File: config.mk
export PLATFORM = sky130hd
export DESIGN_NAME = cache_maint_sequencer
export DESIGN_NICKNAME = d
export VERILOG_FILES = /design/src/rtl/cmo_pkg.sv /design/src/rtl/cmo_decode.sv /design/src/rtl/cmo_operand.sv /design/src/rtl/cmo_ctrl.sv /design/src/rtl/cache_maint_sequencer.sv
export SDC_FILE = /design/constraint.sdc
export NUM_CORES = 1
export LEC_CHECK = 0
export ABC_CLOCK_PERIOD_IN_PS = 6500
export BUFFER_PORTS_ARGS = -buffer_cell sky130_fd_sc_hd__buf_4
export CORE_MARGIN = 5
export CORE_UTILIZATION = 55
export CTS_CLUSTER_DIAMETER = 40
export DETAILED_ROUTE_END_ITERATION = 6
export PLACE_DENSITY = 0.95
export SLEW_MARGIN = 30
export SYNTH_ARGS = -nofsm -noshare
export SYNTH_HDL_FRONTEND = slang
export SYNTH_HIERARCHICAL = 1
export SYNTH_SLANG_ARGS = --single-unit
File: constraint.sdc
create_clock -name clk -period 6.5 [get_ports clk]
set_input_delay 1.95 -clock clk [delete_from_list [all_inputs] [get_ports clk]]
set_output_delay 1.95 -clock clk [all_outputs]
set_load 0.03 [all_outputs]
File: src/rtl/cmo_pkg.sv
package cmo_pkg;

   typedef enum logic [1:0] {
      IC_INV_ALL  = 2'd0,
      IC_INV_MVA  = 2'd1,
      IC_INV_SW   = 2'd2,
      IC_PREFETCH = 2'd3
   } ic_kind_e;

   typedef enum logic [2:0] {
      DC_INV_ALL        = 3'd0,
      DC_INV_ENTRY      = 3'd1,
      DC_CLEAN          = 3'd2,
      DC_CLEAN_INV      = 3'd3,
      DC_TEST_CLEAN     = 3'd4,
      DC_TEST_CLEAN_INV = 3'd5
   } dc_kind_e;

   typedef enum logic [1:0] {
      OPND_NONE = 2'd0,
      OPND_MVA  = 2'd1,
      OPND_SW   = 2'd2
   } opnd_e;

   typedef enum logic [1:0] {
      ST_IDLE  = 2'd0,
      ST_CACHE = 2'd1,
      ST_DRAIN = 2'd2,
      ST_SLEEP = 2'd3
   } cmo_state_e;

   typedef struct packed {
      logic     legal;
      logic     use_ic;
      logic     use_dc;
      ic_kind_e ic_kind;
      dc_kind_e dc_kind;
      opnd_e    opnd;
      logic     is_read;
      logic     is_drain;
      logic     is_wfi;
   } cmo_dec_t;

   localparam logic [3:0] SEL_SLEEP = 4'd0;
   localparam logic [3:0] SEL_IC    = 4'd5;
   localparam logic [3:0] SEL_DC    = 4'd6;
   localparam logic [3:0] SEL_BOTH  = 4'd7;
   localparam logic [3:0] SEL_CLEAN = 4'd10;
   localparam logic [3:0] SEL_PREF  = 4'd13;
   localparam logic [3:0] SEL_CLINV = 4'd14;

endpackage

File: src/rtl/cmo_decode.sv
module cmo_decode
   import cmo_pkg::*;
(
   input  logic       write,
   input  logic [3:0] crm,
   input  logic [2:0] op2,
   output cmo_dec_t   dec
);

   // entry-select variants shared by several data-cache operations
   function automatic cmo_dec_t dc_entry(input dc_kind_e k, input logic [2:0] o, input logic w);
      cmo_dec_t r;
      r = '0;
      if (w && (o == 3'd1 || o == 3'd2)) begin
         r.legal   = 1'b1;
         r.use_dc  = 1'b1;
         r.dc_kind = k;
         r.opnd    = (o == 3'd1) ? OPND_MVA : OPND_SW;
      end
      return r;
   endfunction

   // test-and-clean style reads
   function automatic cmo_dec_t dc_test(input dc_kind_e k, input logic w);
      cmo_dec_t r;
      r = '0;
      if (!w) begin
         r.legal   = 1'b1;
         r.use_dc  = 1'b1;
         r.dc_kind = k;
         r.opnd    = OPND_NONE;
         r.is_read = 1'b1;
      end
      return r;
   endfunction

   always_comb begin
      dec = '0;
      unique case (crm)
         SEL_BOTH: begin
            if (write && op2 == 3'd0) begin
               dec.legal   = 1'b1;
               dec.use_ic  = 1'b1;
               dec.use_dc  = 1'b1;
               dec.ic_kind = IC_INV_ALL;
               dec.dc_kind = DC_INV_ALL;
            end
         end
         SEL_IC: begin
            if (write && op2 <= 3'd2) begin
               dec.legal  = 1'b1;
               dec.use_ic = 1'b1;
               unique case (op2)
                  3'd0:    dec.ic_kind = IC_INV_ALL;
                  3'd1:    begin dec.ic_kind = IC_INV_MVA; dec.opnd = OPND_MVA; end
                  default: begin dec.ic_kind = IC_INV_SW;  dec.opnd = OPND_SW;  end
               endcase
            end
         end
         SEL_PREF: begin
            if (write && op2 == 3'd1) begin
               dec.legal   = 1'b1;
               dec.use_ic  = 1'b1;
               dec.ic_kind = IC_PREFETCH;
               dec.opnd    = OPND_MVA;
            end
         end
         SEL_DC: begin
            if (write && op2 == 3'd0) begin
               dec.legal   = 1'b1;
               dec.use_dc  = 1'b1;
               dec.dc_kind = DC_INV_ALL;
            end else begin
               dec = dc_entry(DC_INV_ENTRY, op2, write);
            end
         end
         SEL_CLEAN: begin
            if (op2 == 3'd3)                dec = dc_test(DC_TEST_CLEAN, write);
            else if (op2 == 3'd4 && write)  begin dec.legal = 1'b1; dec.is_drain = 1'b1; end
            else                            dec = dc_entry(DC_CLEAN, op2, write);
         end
         SEL_CLINV: begin
            if (op2 == 3'd3) dec = dc_test(DC_TEST_CLEAN_INV, write);
            else             dec = dc_entry(DC_CLEAN_INV, op2, write);
         end
         SEL_SLEEP: begin
            if (write && op2 == 3'd4) begin
               dec.legal  = 1'b1;
               dec.is_wfi = 1'b1;
            end
         end
         default: dec = '0;
      endcase
   end

endmodule

File: src/rtl/cmo_operand.sv
module cmo_operand
   import cmo_pkg::*;
#(
   parameter int DATA_W     = 32,
   parameter int NUM_WAYS   = 4,
   parameter int LINE_BYTES = 32,
   parameter int NUM_SETS   = 64,
   localparam int OFF_W     = $clog2(LINE_BYTES),
   localparam int SET_W     = (NUM_SETS > 1) ? $clog2(NUM_SETS) : 1,
   localparam int WAY_W     = $clog2(NUM_WAYS),
   localparam int WAY_WP    = (WAY_W > 0) ? WAY_W : 1
) (
   input  logic [DATA_W-1:0] data,
   input  opnd_e             kind,
   output logic              sw,
   output logic [DATA_W-1:0] addr,
   output logic [SET_W-1:0]  set_idx,
   output logic [WAY_WP-1:0] way_idx
);

   if (NUM_WAYS < 1 || (NUM_WAYS & (NUM_WAYS - 1)) != 0) begin : g_bad_ways
      $error("NUM_WAYS must be a power of two");
   end
   if (LINE_BYTES < 4 || (LINE_BYTES & (LINE_BYTES - 1)) != 0) begin : g_bad_line
      $error("LINE_BYTES must be a power of two of at least 4");
   end
   if (NUM_SETS < 2 || (NUM_SETS & (NUM_SETS - 1)) != 0) begin : g_bad_sets
      $error("NUM_SETS must be a power of two of at least 2");
   end
   if (OFF_W + SET_W + WAY_W > DATA_W) begin : g_bad_fit
      $error("set/way fields do not fit the operand");
   end

   logic [DATA_W-1:0] line_mask;
   logic [SET_W-1:0]  set_raw;
   logic [WAY_WP-1:0] way_raw;

   assign line_mask = {DATA_W{1'b1}} << OFF_W;
   assign set_raw   = data[OFF_W +: SET_W];

   if (WAY_W > 0) begin : g_way_field
      assign way_raw = data[DATA_W-1 -: WAY_W];
   end else begin : g_way_direct
      assign way_raw = '0;
   end

   always_comb begin
      sw      = (kind == OPND_SW);
      addr    = (kind == OPND_MVA) ? (data & line_mask) : '0;
      set_idx = (kind == OPND_SW) ? set_raw : '0;
      way_idx = (kind == OPND_SW) ? way_raw : '0;
   end

endmodule

File: src/rtl/cmo_ctrl.sv
module cmo_ctrl
   import cmo_pkg::*;
#(
   parameter int DATA_W     = 32,
   parameter int SET_W      = 6,
   parameter int WAY_WP     = 2,
   parameter int CLEAN_BIT  = 30,
   parameter int LINK_OFS   = 8
) (
   input  logic              clk,
   input  logic              rst_n,
   input  logic              req_valid,
   input  cmo_dec_t          dec,
   input  logic [DATA_W-1:0] req_pc,
   input  logic              in_sw,
   input  logic [DATA_W-1:0] in_addr,
   input  logic [SET_W-1:0]  in_set,
   input  logic [WAY_WP-1:0] in_way,
   input  logic              ic_done,
   input  logic              dc_done,
   input  logic              dc_all_clean,
   input  logic              wb_empty,
   input  logic              irq,
   input  logic              dbg_req,
   output logic              busy,
   output logic              undef_op,
   output logic              rd_valid,
   output logic [DATA_W-1:0] rd_data,
   output logic              ic_cmd_valid,
   output logic [1:0]        ic_cmd_kind,
   output logic              dc_cmd_valid,
   output logic [2:0]        dc_cmd_kind,
   output logic              op_sw,
   output logic [DATA_W-1:0] op_addr,
   output logic [SET_W-1:0]  op_set,
   output logic [WAY_WP-1:0] op_way,
   output logic              wb_drain_req,
   output logic              lowpower_req,
   output logic              wake_valid,
   output logic [DATA_W-1:0] wake_link
);

   if (CLEAN_BIT < 0 || CLEAN_BIT >= DATA_W) begin : g_bad_bit
      $error("CLEAN_BIT outside the data word");
   end

   cmo_state_e state_q;
   logic       pend_ic_q, pend_dc_q;
   logic       read_q, wfi_q;
   logic [DATA_W-1:0] pc_q;
   logic       ic_left, dc_left;

   assign ic_left = pend_ic_q && !ic_done;
   assign dc_left = pend_dc_q && !dc_done;

   assign busy         = (state_q != ST_IDLE);
   assign wb_drain_req = (state_q == ST_DRAIN);
   assign lowpower_req = (state_q == ST_SLEEP);

   always_ff @(posedge clk or negedge rst_n) begin
      if (!rst_n) begin
         state_q      <= ST_IDLE;
         pend_ic_q    <= 1'b0;
         pend_dc_q    <= 1'b0;
         read_q       <= 1'b0;
         wfi_q        <= 1'b0;
         pc_q         <= '0;
         undef_op     <= 1'b0;
         rd_valid     <= 1'b0;
         rd_data      <= '0;
         ic_cmd_valid <= 1'b0;
         ic_cmd_kind  <= '0;
         dc_cmd_valid <= 1'b0;
         dc_cmd_kind  <= '0;
         op_sw        <= 1'b0;
         op_addr      <= '0;
         op_set       <= '0;
         op_way       <= '0;
         wake_valid   <= 1'b0;
         wake_link    <= '0;
      end else begin
         ic_cmd_valid <= 1'b0;
         dc_cmd_valid <= 1'b0;
         undef_op     <= 1'b0;
         rd_valid     <= 1'b0;
         wake_valid   <= 1'b0;
         unique case (state_q)
            ST_IDLE: begin
               if (req_valid) begin
                  if (!dec.legal) begin
                     undef_op <= 1'b1;
                  end else begin
                     pc_q        <= req_pc;
                     read_q      <= dec.is_read;
                     ic_cmd_kind <= dec.ic_kind;
                     dc_cmd_kind <= dec.dc_kind;
                     op_sw       <= in_sw;
                     op_addr     <= in_addr;
                     op_set      <= in_set;
                     op_way      <= in_way;
                     if (dec.is_drain || dec.is_wfi) begin
                        wfi_q   <= dec.is_wfi;
                        state_q <= ST_DRAIN;
                     end else begin
                        ic_cmd_valid <= dec.use_ic;
                        dc_cmd_valid <= dec.use_dc;
                        pend_ic_q    <= dec.use_ic;
                        pend_dc_q    <= dec.use_dc;
                        state_q      <= ST_CACHE;
                     end
                  end
               end
            end
            ST_CACHE: begin
               if (ic_done) pend_ic_q <= 1'b0;
               if (dc_done) pend_dc_q <= 1'b0;
               if (!ic_left && !dc_left) begin
                  state_q <= ST_IDLE;
                  if (read_q) begin
                     rd_valid <= 1'b1;
                     rd_data  <= DATA_W'(dc_all_clean) << CLEAN_BIT;
                  end
               end
            end
            ST_DRAIN: begin
               if (wb_empty) state_q <= wfi_q ? ST_SLEEP : ST_IDLE;
            end
            ST_SLEEP: begin
               if (irq || dbg_req) begin
                  state_q <= ST_IDLE;
                  if (irq) begin
                     wake_valid <= 1'b1;
                     wake_link  <= pc_q + DATA_W'(LINK_OFS);
                  end
               end
            end
            default: state_q <= ST_IDLE;
         endcase
      end
   end

endmodule

File: src/rtl/cache_maint_sequencer.sv
module cache_maint_sequencer
   import cmo_pkg::*;
#(
   parameter int DATA_W     = 32,
   parameter int NUM_WAYS   = 4,
   parameter int LINE_BYTES = 32,
   parameter int NUM_SETS   = 64,
   parameter int CLEAN_BIT  = 30,
   localparam int SET_W     = (NUM_SETS > 1) ? $clog2(NUM_SETS) : 1,
   localparam int WAY_W     = $clog2(NUM_WAYS),
   localparam int WAY_WP    = (WAY_W > 0) ? WAY_W : 1
) (
   input  logic              clk,
   input  logic              rst_n,
   input  logic              req_valid,
   input  logic              req_write,
   input  logic [3:0]        req_crm,
   input  logic [2:0]        req_op2,
   input  logic [DATA_W-1:0] req_data,
   input  logic [DATA_W-1:0] req_pc,
   output logic              busy,
   output logic              undef_op,
   output logic              rd_valid,
   output logic [DATA_W-1:0] rd_data,
   output logic              ic_cmd_valid,
   output logic [1:0]        ic_cmd_kind,
   input  logic              ic_done,
   output logic              dc_cmd_valid,
   output logic [2:0]        dc_cmd_kind,
   input  logic              dc_done,
   input  logic              dc_all_clean,
   output logic              op_sw,
   output logic [DATA_W-1:0] op_addr,
   output logic [SET_W-1:0]  op_set,
   output logic [WAY_WP-1:0] op_way,
   output logic              wb_drain_req,
   input  logic              wb_empty,
   output logic              lowpower_req,
   input  logic              irq,
   input  logic              dbg_req,
   output logic              wake_valid,
   output logic [DATA_W-1:0] wake_link
);

   cmo_dec_t          dec;
   logic              n_sw;
   logic [DATA_W-1:0] n_addr;
   logic [SET_W-1:0]  n_set;
   logic [WAY_WP-1:0] n_way;

   cmo_decode u_decode (
      .write (req_write),
      .crm   (req_crm),
      .op2   (req_op2),
      .dec   (dec)
   );

   cmo_operand #(
      .DATA_W     (DATA_W),
      .NUM_WAYS   (NUM_WAYS),
      .LINE_BYTES (LINE_BYTES),
      .NUM_SETS   (NUM_SETS)
   ) u_operand (
      .data    (req_data),
      .kind    (dec.opnd),
      .sw      (n_sw),
      .addr    (n_addr),
      .set_idx (n_set),
      .way_idx (n_way)
   );

   cmo_ctrl #(
      .DATA_W    (DATA_W),
      .SET_W     (SET_W),
      .WAY_WP    (WAY_WP),
      .CLEAN_BIT (CLEAN_BIT),
      .LINK_OFS  (8)
   ) u_ctrl (
      .clk          (clk),
      .rst_n        (rst_n),
      .req_valid    (req_valid),
      .dec          (dec),
      .req_pc       (req_pc),
      .in_sw        (n_sw),
      .in_addr      (n_addr),
      .in_set       (n_set),
      .in_way       (n_way),
      .ic_done      (ic_done),
      .dc_done      (dc_done),
      .dc_all_clean (dc_all_clean),
      .wb_empty     (wb_empty),
      .irq          (irq),
      .dbg_req      (dbg_req),
      .busy         (busy),
      .undef_op     (undef_op),
      .rd_valid     (rd_valid),
      .rd_data      (rd_data),
      .ic_cmd_valid (ic_cmd_valid),
      .ic_cmd_kind  (ic_cmd_kind),
      .dc_cmd_valid (dc_cmd_valid),
      .dc_cmd_kind  (dc_cmd_kind),
      .op_sw        (op_sw),
      .op_addr      (op_addr),
      .op_set       (op_set),
      .op_way       (op_way),
      .wb_drain_req (wb_drain_req),
      .lowpower_req (lowpower_req),
      .wake_valid   (wake_valid),
      .wake_link    (wake_link)
   );

endmodule

==> flow_summary.ini <==
[outcome]
outcome = completed

[floorplan]
initial_core_util = 0.564
io_pins = 199
die_area_mm2 = 0.0134
rows = 38
die_y_um = 116
die_x_um = 116
coreArea_mm2 = 0.0109

[yosys]
synth_edf_count = 0
synthDistinctLibCells = 56
async_flop_share = 1.00
yosys.area.top_type_share = 0.497
ys_seq_elements = 122
yosysMostFrequentCell = dfrtp_1
synthTopCellsByCount = dfrtp_1 (122), mux2_2 (77), nand2_1 (46), buf_4 (40), o21ai_0 (31)
postSynthAreaPerCell_um2 = 11.0
synth_seq_area_share = 0.497
synth.largest_area_cell = dfrtp_1
ys_warn_count = 6
syn-cell-area_mm2 = 0.00614
synthCells = 557
netlist_top_cells_area = dfrtp_1 (50%), mux2_2 (14%), buf_4 (4.9%), and3b_1 (3.1%), nand2_1 (2.8%)
synth_ff_type = dfrtp_1

[pwr]
totalPowerFinal_w = 0.00279
p_leak_nw = 3.90
vdd_drop_max_mv = 0.252
power_density_mw_per_mm2 = 354

[worst_setup_path]
critPathKind = primary input to flop
slowest_delay_ps = 520
start_kind = primary input
slowest_stage = and3_4
ff2ff_path_depth = 5
cp.arrival_ps = 4250
r2r-start = u_ctrl/pc_q[3]
critPathCaptureType = flop
required_ps = 6890
crit_fanout = 54
path_delay_family = simple AND/OR/NAND/NOR gates
reg2reg_to = u_ctrl/wake_link[29]
r2r_slack_ps = 3990
crit_chain = buf_4 > nand2b_1 > nor3_1 > a32o_1 > a211o_1 > and3_4 > buf_16 > mux2_2
path_depth = 8
cp_num_buf_inv = 2

[routing]
vias_per_cell = 5.57
drt_iter0_drc = 350
drcViolationCount = 0
vias = 4786
wire_per_inst_um = 17.6
wirelength_mm = 15.2
drtAntennaViolNets = 0
firstDrtPassIters = 5

[cells_and_area]
final_nets = 789
drive_gt1_frac = 0.415
antenna_cells = 0
synthToLayoutAreaGrowth_pct = 28.3

[sta]
period_minus_slack_ps = 3860
rsz0062_at_grt = false
layout_setup_ws_ps = 2640
clock.fmax_ghz = 0.259
fin_crit_sh = 0.594
maxSlewViolCount = 0
setup_viol = 0
slew_headroom = 0.373
worst_pin_slew_ps = 939
skew_ps = 9.51
fin_hold_ws_ps = 479
hold_violations = 0
tns_ps = 0

[cts]
path_clk_slew_ps = 60
clock-root-buffer = clkbuf_8
clock_latency_ps = 510
clock_path_buffers = 2
cts_tree = done
numCtsBuffers = 17
cts_setup_buffers = 0
htree_levels = 4
post_cts_resized = 0
numClockSinks = 122
postCtsHoldBufs = 0

[global_route]
grt_overflow = 0
first_global_vias = 5046
track_usage = 0.232
grt_pass1_wl_mm = 24.4
antenna_found_initial = 0
grt_max_degree = 69

[placement]
pre_cts_ws_ps = 2190
port-buffer-count = 162
hpwl_mm = 10.6
finalWeightedCongestion = 0.854

[worst_hold_path]
hp-start = u_ctrl/wake_link[15]
min_path_cells = 2
hold_class = flop to flop
hold-path-endpoint = u_ctrl/wake_link[15]

[flow_run]
drv_cap = 0
## report_power, final
part           leakage, nW  internal, W  switching, W
Combinational         2.00     0.000314      0.000413
Sequential            1.62     0.000946      0.000184
Clock                0.284     0.000603      0.000332
## sequential cells by signal (all words and copies together) (netlist names)
| name | flops |
|---|---|
| u_ctrl/ic_cmd_valid | 1 |
| u_ctrl/wake_link | 32 |
| u_ctrl/rd_valid | 1 |
| u_ctrl/wake_valid | 1 |
| u_ctrl/pc_q | 32 |
| u_ctrl/state_q | 2 |
| u_ctrl/rd_data | 1 |
| u_ctrl/pend_ic_q | 1 |
| u_ctrl/pend_dc_q | 1 |
| u_ctrl/dc_cmd_valid | 1 |
| u_ctrl/ic_cmd_kind | 2 |
| u_ctrl/wfi_q | 1 |
| u_ctrl/read_q | 1 |
| u_ctrl/op_addr | 32 |
| u_ctrl/undef_op | 1 |
| u_ctrl/op_set | 6 |
| u_ctrl/op_sw | 1 |
| u_ctrl/dc_cmd_kind | 3 |
| u_ctrl/op_way | 2 |
## through the flow
stage	std cells	cell area [um^2]	util
after floorplan	591	6270	-
after global placement	827	7260	0.667
after detailed placement	828	7290	0.669
after CTS	860	7880	0.724
after global routing	860	7880	0.724
final	860	7880	0.724
## kinds of logic (layout without fill, tap and decap cells)
logic type	Yosys count	after routing	share of synthesized area
adders and majority gates	1	1	0.00204
and+or+nand+nor	181	181	0.179
xor gates and xnor gates	14	14	0.0200
AOI/OAI and AO/OA	80	80	0.0813
muxes	77	77	0.141
buffers and inverters	80	209	0.0780
other	2	36	0.00122
DFF	122	122	0.497
## tightest hold or removal path, cell delays in order, from the launching register on
cell,delay (ps)
dfrtp_1,340
nand2_1,40
o21ai_0,60
## worst max-delay path by stage
stage | slack, ps | from | endpoint
final | 2640 | req_op2[2] | u_ctrl/pc_q[2]
after global routing | 2560 | req_op2[2] | u_ctrl/pc_q[2]
after CTS | 2730 | req_op2[2] | u_ctrl/pc_q[2]
after detailed placement | 2190 | req_op2[2] | u_ctrl/pc_q[2]
after global placement | 2090 | req_op2[2] | u_ctrl/pc_q[2]
after floorplan | 2470 | req_op2[2] | u_ctrl/op_addr[15]
## metal layers
layer | track usage | part of all wire | vias up
li1 | - | - | 2211
met3 | 0.0982 | 0.12 | 23
met1 | 0.258 | 0.37 | 2317
met5 | 0 | 0 | -
met4 | 0.0828 | 0.014 | 0
met2 | 0.401 | 0.50 | 235
## area by class of cell
type / count / area [um^2]
Multi-Input combinational cell: 389 / 2750
Sequential cell: 122 / 3050
Tap cell: 140 / 175
Clock buffer: 21 / 449
Timing Repair Buffer: 166 / 1270
Inverter: 11 / 41.3
Fill cell: 722 / 3010
Clock inverter: 11 / 145
## layout by cell type, fill, tap and decap left out, types with 2 or more instances in the layout
| cell type | count |
|---|---|
| or3_1 | 7 |
| clkinv_4 | 2 |
| and3_1 | 3 |
| conb_1 | 36 |
| a32oi_1 | 2 |
| nor2_1 | 26 |
| a21oi_1 | 8 |
| clkinvlp_4 | 3 |
| and4_1 | 3 |
| a31oi_1 | 15 |
| and3b_1 | 22 |
| inv_1 | 10 |
| xnor2_1 | 10 |
| a211o_1 | 2 |
| o21ai_0 | 31 |
| or4_1 | 10 |
| xor2_1 | 4 |
| a21boi_0 | 2 |
| and3b_2 | 14 |
| nor3_1 | 12 |
| bufinv_16 | 3 |
| a221oi_1 | 2 |
| dfrtp_1 | 122 |
| nand4_1 | 5 |
| buf_4 | 165 |
| a21oi_2 | 2 |
| clkbuf_1 | 2 |
| nor2b_1 | 5 |
| nand2_1 | 46 |
| nand3_1 | 9 |
| mux2_2 | 77 |
| clkinv_2 | 3 |
| clkbuf_16 | 16 |
| clkbuf_8 | 3 |
| nor4_1 | 2 |
| o31ai_1 | 7 |
| nand3b_1 | 3 |
(Power assumes the default switching activity.)
